`src/rtl/seg_addr_pkg.sv`:
```
package seg_addr_pkg;

    localparam int unsigned OFS_W     = 16;
    localparam int unsigned SEG_SHIFT = 4;
    localparam int unsigned PHYS_W    = OFS_W + SEG_SHIFT;

    typedef enum logic [2:0] {
        AM_DIRECT       = 3'd0,
        AM_ONE_REG      = 3'd1,
        AM_ONE_REG_DISP = 3'd2,
        AM_PAIR         = 3'd3,
        AM_PAIR_DISP    = 3'd4
    } amode_e;

    typedef enum logic [1:0] {
        SEG_ES = 2'd0,
        SEG_CS = 2'd1,
        SEG_SS = 2'd2,
        SEG_DS = 2'd3
    } seg_e;

    typedef struct packed {
        logic [OFS_W-1:0] bx;
        logic [OFS_W-1:0] bp;
        logic [OFS_W-1:0] si;
        logic [OFS_W-1:0] di;
    } ptr_set_t;

    typedef struct packed {
        logic [OFS_W-1:0] es;
        logic [OFS_W-1:0] cs;
        logic [OFS_W-1:0] ss;
        logic [OFS_W-1:0] ds;
    } seg_set_t;

    typedef struct packed {
        logic              valid;
        logic [OFS_W-1:0]  ea;
        seg_e              seg;
        logic [PHYS_W-1:0] phys;
    } addr_res_t;

    function automatic logic [OFS_W-1:0] seg_value(seg_e code, seg_set_t s);
        case (code)
            SEG_ES:  return s.es;
            SEG_CS:  return s.cs;
            SEG_SS:  return s.ss;
            default: return s.ds;
        endcase
    endfunction

    function automatic logic is_one_reg(logic [2:0] m);
        return (m == AM_ONE_REG) || (m == AM_ONE_REG_DISP);
    endfunction

    function automatic logic is_pair(logic [2:0] m);
        return (m == AM_PAIR) || (m == AM_PAIR_DISP);
    endfunction

endpackage

```
`src/rtl/ea_calc.sv`:
```
module ea_calc
    import seg_addr_pkg::*;
#(
    parameter int unsigned W = OFS_W
) (
    input  logic [2:0]   mode,
    input  logic [1:0]   one_reg,
    input  logic         base_sel,
    input  logic         idx_sel,
    input  logic [W-1:0] disp,
    input  logic         disp_wide,
    input  logic [W-1:0] bx,
    input  logic [W-1:0] bp,
    input  logic [W-1:0] si,
    input  logic [W-1:0] di,
    output logic [W-1:0] ea,
    output logic         uses_bp
);
    logic [W-1:0] disp_ext;
    logic [W-1:0] single_ptr;
    logic [W-1:0] base_val;
    logic [W-1:0] idx_val;
    logic [W-1:0] add_disp;

    always_comb begin
        disp_ext = disp_wide ? disp : {{(W-8){disp[7]}}, disp[7:0]};

        case (one_reg)
            2'd0:    single_ptr = bx;
            2'd1:    single_ptr = bp;
            2'd2:    single_ptr = si;
            default: single_ptr = di;
        endcase

        base_val = base_sel ? bp : bx;
        idx_val  = idx_sel  ? di : si;

        if ((mode == AM_ONE_REG_DISP) || (mode == AM_PAIR_DISP)) begin
            add_disp = disp_ext;
        end else begin
            add_disp = '0;
        end

        if (is_pair(mode)) begin
            ea = base_val + idx_val + add_disp;
        end else if (is_one_reg(mode)) begin
            ea = single_ptr + add_disp;
        end else begin
            ea = disp;
        end

        uses_bp = (is_pair(mode) && base_sel) ||
                  (is_one_reg(mode) && (one_reg == 2'd1));
    end
endmodule

```
`src/rtl/seg_select.sv`:
```
module seg_select
    import seg_addr_pkg::*;
(
    input  logic       uses_bp,
    input  logic       ovr_en,
    input  logic [1:0] ovr_seg,
    input  logic       str_dst,
    output seg_e       seg
);
    always_comb begin
        if (str_dst) begin
            seg = SEG_ES;
        end else if (ovr_en) begin
            seg = seg_e'(ovr_seg);
        end else if (uses_bp) begin
            seg = SEG_SS;
        end else begin
            seg = SEG_DS;
        end
    end
endmodule

```
`src/rtl/phys_calc.sv`:
```
module phys_calc #(
    parameter int unsigned W  = 16,
    parameter int unsigned SH = 4,
    localparam int unsigned PW = W + SH
) (
    input  logic [W-1:0]  seg_val,
    input  logic [W-1:0]  ofs,
    output logic [PW-1:0] phys
);
    logic [PW-1:0] seg_shifted;
    logic [PW-1:0] ofs_ext;

    always_comb begin
        seg_shifted = {seg_val, {SH{1'b0}}};
        ofs_ext     = {{SH{1'b0}}, ofs};
        phys        = seg_shifted + ofs_ext;
    end
endmodule

```
`src/rtl/seg_addr_gen.sv`:
```
module seg_addr_gen
    import seg_addr_pkg::*;
(
    input  logic              clk,
    input  logic              rst,
    input  logic              strobe_i,
    input  logic [2:0]        mode_i,
    input  logic [1:0]        one_reg_i,
    input  logic              base_sel_i,
    input  logic              idx_sel_i,
    input  logic [OFS_W-1:0]  disp_i,
    input  logic              disp_wide_i,
    input  logic [OFS_W-1:0]  bx_i,
    input  logic [OFS_W-1:0]  bp_i,
    input  logic [OFS_W-1:0]  si_i,
    input  logic [OFS_W-1:0]  di_i,
    input  logic [OFS_W-1:0]  es_i,
    input  logic [OFS_W-1:0]  cs_i,
    input  logic [OFS_W-1:0]  ss_i,
    input  logic [OFS_W-1:0]  ds_i,
    input  logic              ovr_en_i,
    input  logic [1:0]        ovr_seg_i,
    input  logic              str_dst_i,
    output logic              valid_o,
    output logic [OFS_W-1:0]  ea_o,
    output logic [1:0]        seg_o,
    output logic [PHYS_W-1:0] phys_o
);
    ptr_set_t          ptrs;
    seg_set_t          segs;
    logic [OFS_W-1:0]  ea_c;
    logic              uses_bp_c;
    seg_e              seg_c;
    logic [OFS_W-1:0]  seg_val_c;
    logic [PHYS_W-1:0] phys_c;
    addr_res_t         res_q;

    assign ptrs = '{bx: bx_i, bp: bp_i, si: si_i, di: di_i};
    assign segs = '{es: es_i, cs: cs_i, ss: ss_i, ds: ds_i};

    ea_calc #(.W(OFS_W)) u_ea (
        .mode      (mode_i),
        .one_reg   (one_reg_i),
        .base_sel  (base_sel_i),
        .idx_sel   (idx_sel_i),
        .disp      (disp_i),
        .disp_wide (disp_wide_i),
        .bx        (ptrs.bx),
        .bp        (ptrs.bp),
        .si        (ptrs.si),
        .di        (ptrs.di),
        .ea        (ea_c),
        .uses_bp   (uses_bp_c)
    );

    seg_select u_seg (
        .uses_bp (uses_bp_c),
        .ovr_en  (ovr_en_i),
        .ovr_seg (ovr_seg_i),
        .str_dst (str_dst_i),
        .seg     (seg_c)
    );

    assign seg_val_c = seg_value(seg_c, segs);

    phys_calc #(.W(OFS_W), .SH(SEG_SHIFT)) u_phys (
        .seg_val (seg_val_c),
        .ofs     (ea_c),
        .phys    (phys_c)
    );

    always_ff @(posedge clk) begin
        if (rst) begin
            res_q <= '0;
        end else begin
            res_q.valid <= strobe_i;
            if (strobe_i) begin
                res_q.ea   <= ea_c;
                res_q.seg  <= seg_c;
                res_q.phys <= phys_c;
            end
        end
    end

    assign valid_o = res_q.valid;
    assign ea_o    = res_q.ea;
    assign seg_o   = res_q.seg;
    assign phys_o  = res_q.phys;

    // pulse follows strobe by one cycle
    p_valid_follows_r2: assert property (@(posedge clk) disable iff (rst)
        valid_o == ($past(strobe_i) && !$past(rst)));

    // results hold when no request was taken
    p_hold_idle_r13: assert property (@(posedge clk) disable iff (rst)
        (!$past(rst) && !$past(strobe_i)) |->
            ($stable(ea_o) && $stable(seg_o) && $stable(phys_o)));

    // string destination wins over everything
    p_strdst_es_r11: assert property (@(posedge clk) disable iff (rst)
        (valid_o && $past(str_dst_i)) |-> (seg_o == SEG_ES));

    // override replaces the default
    p_override_r10: assert property (@(posedge clk) disable iff (rst)
        (valid_o && $past(ovr_en_i) && !$past(str_dst_i)) |->
            (seg_o == $past(ovr_seg_i)));

    // BP base with no override goes to the stack segment
    p_bp_stack_r9: assert property (@(posedge clk) disable iff (rst)
        (valid_o && !$past(ovr_en_i) && !$past(str_dst_i) &&
         ($past(mode_i) == AM_PAIR) && $past(base_sel_i)) |->
            (seg_o == SEG_SS));

    // base plus index sum
    p_pair_sum_r6: assert property (@(posedge clk) disable iff (rst)
        (valid_o && ($past(mode_i) == AM_PAIR)) |->
            (ea_o == OFS_W'($past(base_sel_i ? bp_i : bx_i) +
                            $past(idx_sel_i ? di_i : si_i))));

    // physical address composition
    p_phys_form_r12: assert property (@(posedge clk) disable iff (rst)
        valid_o |-> (phys_o == PHYS_W'({$past(seg_value(seg_c, segs)), {SEG_SHIFT{1'b0}}} +
                                       {{SEG_SHIFT{1'b0}}, ea_o})));
endmodule

```
`config.mk`:
```
export PLATFORM = sky130hd
export DESIGN_NAME = seg_addr_gen
export DESIGN_NICKNAME = d
export VERILOG_FILES = /design/src/rtl/seg_addr_pkg.sv /design/src/rtl/ea_calc.sv /design/src/rtl/seg_select.sv /design/src/rtl/phys_calc.sv /design/src/rtl/seg_addr_gen.sv
export SDC_FILE = /design/constraint.sdc
export NUM_CORES = 1
export LEC_CHECK = 0
export ABC_AREA = 1
export BUFFER_PORTS_ARGS = -buffer_cell sky130_fd_sc_hd__buf_2
export CORE_ASPECT_RATIO = 0.8
export CORE_UTILIZATION = 35
export DETAILED_ROUTE_END_ITERATION = 6
export PLACE_DENSITY_LB_ADDON = 0.1
export SLEW_MARGIN = 20
export SYNTH_ARGS = -nofsm -noshare
export SYNTH_HDL_FRONTEND = slang
export SYNTH_HIERARCHICAL = 1
export SYNTH_SLANG_ARGS = --single-unit
```
`constraint.sdc`:
```
create_clock -name clk -period 4.6 [get_ports clk]
set_clock_uncertainty 0.05 [all_clocks]
set_input_delay 0.23 -clock clk [delete_from_list [all_inputs] [get_ports clk]]
set_output_delay 0.23 -clock clk [all_outputs]
set_load 0.02 [all_outputs]
```
; After elaboration in Yosys (flattened, before gate mapping)
; Index checks and enable logic that the tools add are counted.
[word_totals]
register_bits = 39
out_inout_bits = 39
elab_cells = 35
[classes]
n_addsub = 4
n_mux = 11
n_eq_ne = 8
reduce_logical = 8
[ops]
columns = op, count
row1 = 16-bit 2-to-1 mux, 6
row2 = 16-bit one-hot mux with 3 select lines, 2
row3 = 16-bit adder, 3
row4 = 20-bit by 16-bit adder with 20-bit output, 1
row5 = 3-bit by 2-bit == test with 1-bit output (second input constant), 2
row6 = 2-bit by 1-bit == test with 1-bit output (second input constant), 2
row7 = 2-bit == test (second input constant), 2
row8 = 2-bit zero test, 2
row9 = 1-bit logical OR, 4
row10 = 2-bit 2-to-1 mux, 2
row11 = 3-bit by 1-bit == test with 1-bit output (second input constant), 1
row12 = 3-bit == test (second input constant), 1
row13 = 1-bit logical AND, 2
row14 = 1-bit 2-to-1 mux, 1

; Logic depth before layout (Yosys ltp)
[logic_depth]
word_depth = 10
depth_mapped = 31
mapped_depth_nobuf = 31

; By module
; Netlist, hierarchy kept.
[by_module_without_submodules]
columns = module, cells_per_inst, instances, area_each_um2
row1 = ea_calc, 676, 1, 3465.8
row2 = seg_addr_gen, 259, 1, 1906.8
row3 = phys_calc, 168, 1, 884.6
row4 = seg_select, 8, 1, 30.0

; Worst setup path before layout
; Ideal clock, no wire load.
[synth_path]
path_type = input port to flip-flop
start = in mode_i[0]
end = reg res_q (netlist bit phys_o[17])
stages = 24
path_buffers = 1
arrival_time_ps = 3540
path_slack_ps = 941
t_required_ps = 4480
path_cell_list = inv_1 > nand2_1 > nand2_1 > nand2_1 > buf_2 > nor2_1 > fa_1 > inv_1 > fa_1 > nor3_2 > nor2_2 > o21ai_0 > nand2_1 > nand3_1 > nand2_1 > ha_1 > nand2_2 > nor3_1 > nand2_1 > nand2_1 > nand2_1 > nand2_1 > nand2_1 > a21oi_1
[synth_rtl]
columns = element, line_no
row1 = from (decl), seg_addr_gen.sv:7  ; input logic [2:0] mode_i,
row2 = 3-bit by 2-bit == test with 1-bit output / 3-bit == test (equally long branches), "seg_addr_pkg.sv:53, ea_calc.sv:38, seg_addr_pkg.sv:57"
row3 = 1-bit logical OR, ea_calc.sv:38  ; if ((mode == AM_ONE_REG_DISP) || (mode == AM_PAIR_DISP)) begin
row4 = 16-bit 2-to-1 mux, ea_calc.sv:38
row5 = 16-bit adder, ea_calc.sv:47  ; ea = single_ptr + add_disp;
row6 = 16-bit 2-to-1 mux, ea_calc.sv:46  ; end else if (is_one_reg(mode)) begin
row7 = 16-bit 2-to-1 mux *, ea_calc.sv:44  ; if (is_pair(mode)) begin
row8 = via ea_c[15], seg_addr_gen.sv:31  ; logic [OFS_W-1:0] ea_c;
row9 = 20-bit by 16-bit adder with 20-bit output *, phys_calc.sv:16  ; phys = seg_shifted + ofs_ext;
row10 = via phys_c[17], seg_addr_gen.sv:35  ; logic [PHYS_W-1:0] phys_c;
row11 = to (decl), seg_addr_gen.sv:36  ; addr_res_t res_q;
; Mark *: on every way through the listed nets, which the timed path passes. The rest lies on a longest branch.
; A chain may end at the register's enable or synchronous reset.

; Worst setup path after layout
[layout_path]
start = in mode_i[0]
end = reg res_q (netlist bit phys_o[19])
; Same word-level chain as after synthesis.

==> out/results.ini <==
[finish]
antenna_cells=0
finalNonFillerCells=1511
num-fill-cells=1961
drive_gt1_share_pct=20.84
finalNetCount=1504
area_growth_pct=19.92

[clocking]
cts_tree=done
post_cts_resized=0
cts_root_buf=clkbuf_16
clockBufferDepth=2
clk_pin_slew_worst_paths_ps=60
clock_sinks=39
clk_latency_ps=280
hold_buffers=0
cts_max_level=2
cts_setup_buffers=0
cts_buffers=5

[floorplanning]
io-pin-count=198
die_x_um=151.9
initial_core_util_pct=36.07
fp-row-count=43
dieArea_mm2=0.01851
die_h_um=121.9
design.core.area_mm2=0.01743

[outcome]
failed_checks=design-rule violations
run_status=complete, but fails checks

[sta]
setup_tns_ps=0
setup-violations-final=0
relSlewSlack_pct=44.53
maxSlewViolCount=0
worst_pin_slew_ps=832.1
finalWorstPathRequiredPeriod_ps=4184
rsz0062_at_grt=no
finalHoldViolations=0
timing.final.crit_share_pct=90.96
fmax_mhz=239.0

[detailed_routing]
met2_length_um=8969
vias_per_cell=4.968
topRoutingLayerUsed=met4
met1_length_um=11570
routed_wl_um=22430
via_count=7507
ant_nets=0
wl_met3_um=1717
drtPass1Iterations=7
drtIter0Drc=614
route.detailed.drc=2
wire_per_inst_um=14.85

[global_route]
track_usage_pct=24.30
antenna_found_initial=0
grt_max_degree=42
grt-ovfl-total=0
grt_pass1_wl_um=35860
first_global_vias=6841

[critical_path]
path_class=input pin to flip-flop
path_buf_inv=7
worstPathArrival_ps=4270
max_stage_delay_ps=420
end_kind=flip-flop
path_delay_family=adder cells
critPathLaunchType=input pin
crit_fanout=15
path_common_cell=nand2_1
critPathSlowestCell=fa_1
cp.required_ps=4680

[synth]
yosysUniqueCellTypes=39
ys_ff_latch=39
synthCells=1111
yosysSeqAreaShare_pct=12.42
yosysMostFrequentCell=nand2_1
synth_common_cells=nand2_1 (427), inv_1 (122), nand3_1 (115), nor2_1 (73), a21oi_1 (68)
syn_area_per_cell_um2=5.659
synth.area.top_cells=nand2_1 (25%), dfxtp_1 (12%), nand3_1 (9.2%)
synth_edf_count=0
syn-num-nets=1330
ys.warnings.count=6
synth_area_leader_cell=nand2_1
async_flop_share_pct=0
syn_area_mm2=0.006287
netlist.area_leader.share_pct=25.49
synth_flop_cell=dfxtp_1

[power]
peakVddDrop_uv=208.8
leakagePower_nw=4.237
powerDensity_mw_per_mm2=293.5

[min_path]
hp-class=flip-flop to flip-flop

[run]
cap_violations=0

[place]
gp_congestion=0.9245
port_buffers=197
place_hpwl_um=18770
placedCellCount=1503

==> layout make-up <==
type,instances,area (um2),share of cell area [%]
Timing Repair Buffer,211,1104,14.64
Inverter,136,521.8,6.920
Clock inverter,3,43.79,0.5808
Multi-Input combinational cell,892,4683,62.11
Clock buffer,5,125.1,1.659
Tap cell,225,281.5,3.734
Sequential cell,39,780.7,10.36
==> layout by cell type, fill, tap and decap left out, drive strengths merged, types with 5 or more instances in the layout <==
cell	count
nand3	117
buf	211
ha	42
dfxtp	39
o21ai	51
nor3	7
inv	135
nand2	440
nand4	23
xor2	12
fa	18
o2111ai	7
nor2	77
a21oi	73
clkbuf	5
==> metrics by stage <==
| stage | cell area, um2 | setup WS (ps) | total power, W | hold slack (ps) | utilization (%) |
|---|---|---|---|---|---|
| finish | 7540 | 416.0 | 0.002213 | 405.8 | 43.25 |
| global route | 7540 | 33.76 | 0.002428 | 425.9 | 43.25 |
| CTS | 7533 | 388.4 | 0.002213 | 410.6 | 43.22 |
| detailed placement | 7365 | 124.6 | 0.001802 | 400.9 | 42.25 |
| global placement | 7365 | 12.72 | 0.001812 | 396.6 | 42.25 |
| floorplan | 6287 | 940.7 | 0.001411 | 408.1 | - |
==> cell families (layout without fill, tap and decap cells) <==
logic type / Yosys count / in the layout / synth area share (%)
xor+xnor: 14 / 14 / 1.950
compound gates: 142 / 142 / 12.62
fa+ha+maj: 60 / 60 / 14.09
mux: 1 / 1 / 0.1592
simple gates: 675 / 675 / 45.49
buf+inv: 180 / 355 / 13.27
flops: 39 / 39 / 12.42
==> per-layer routing <==
| layer | vias up | global-route usage (%) |
|---|---|---|
| met5 | - | 0 |
| met4 | 0 | 2.875 |
| met3 | 12 | 5.016 |
| met2 | 259 | 36.36 |
| met1 | 3327 | 36.32 |
| li1 | 3909 | - |
==> sequential cells by signal, indices dropped and copies added, names as in the netlist <==
name and cells:
ea_o 16, phys_o 20, seg_o 2, valid_o 1
==> final timing paths <==
path	start	end	depth (start not counted)	slack, ps
worst min register to register	ea_o[0]	ea_o[0]	2	410
worst max register to register	phys_o[11]	phys_o[11]	2	3910
worst min-delay path	ea_o[0]	ea_o[0]	2	410
worst max-delay path	mode_i[0]	phys_o[19]	29	420
==> worst min-delay path, cell delays in order, from the launching register on <==
cell and delay, ps:
dfxtp_1 300, nand2_1 60, a21oi_1 50
==> power by group <==
group          total [W]  switching, W  internal, W
logic            0.00140      0.000902     0.000498
registers       0.000415     0.0000259     0.000389
clock network   0.000398      0.000142     0.000256
Note: power is estimated with default switching activity, not from simulation.
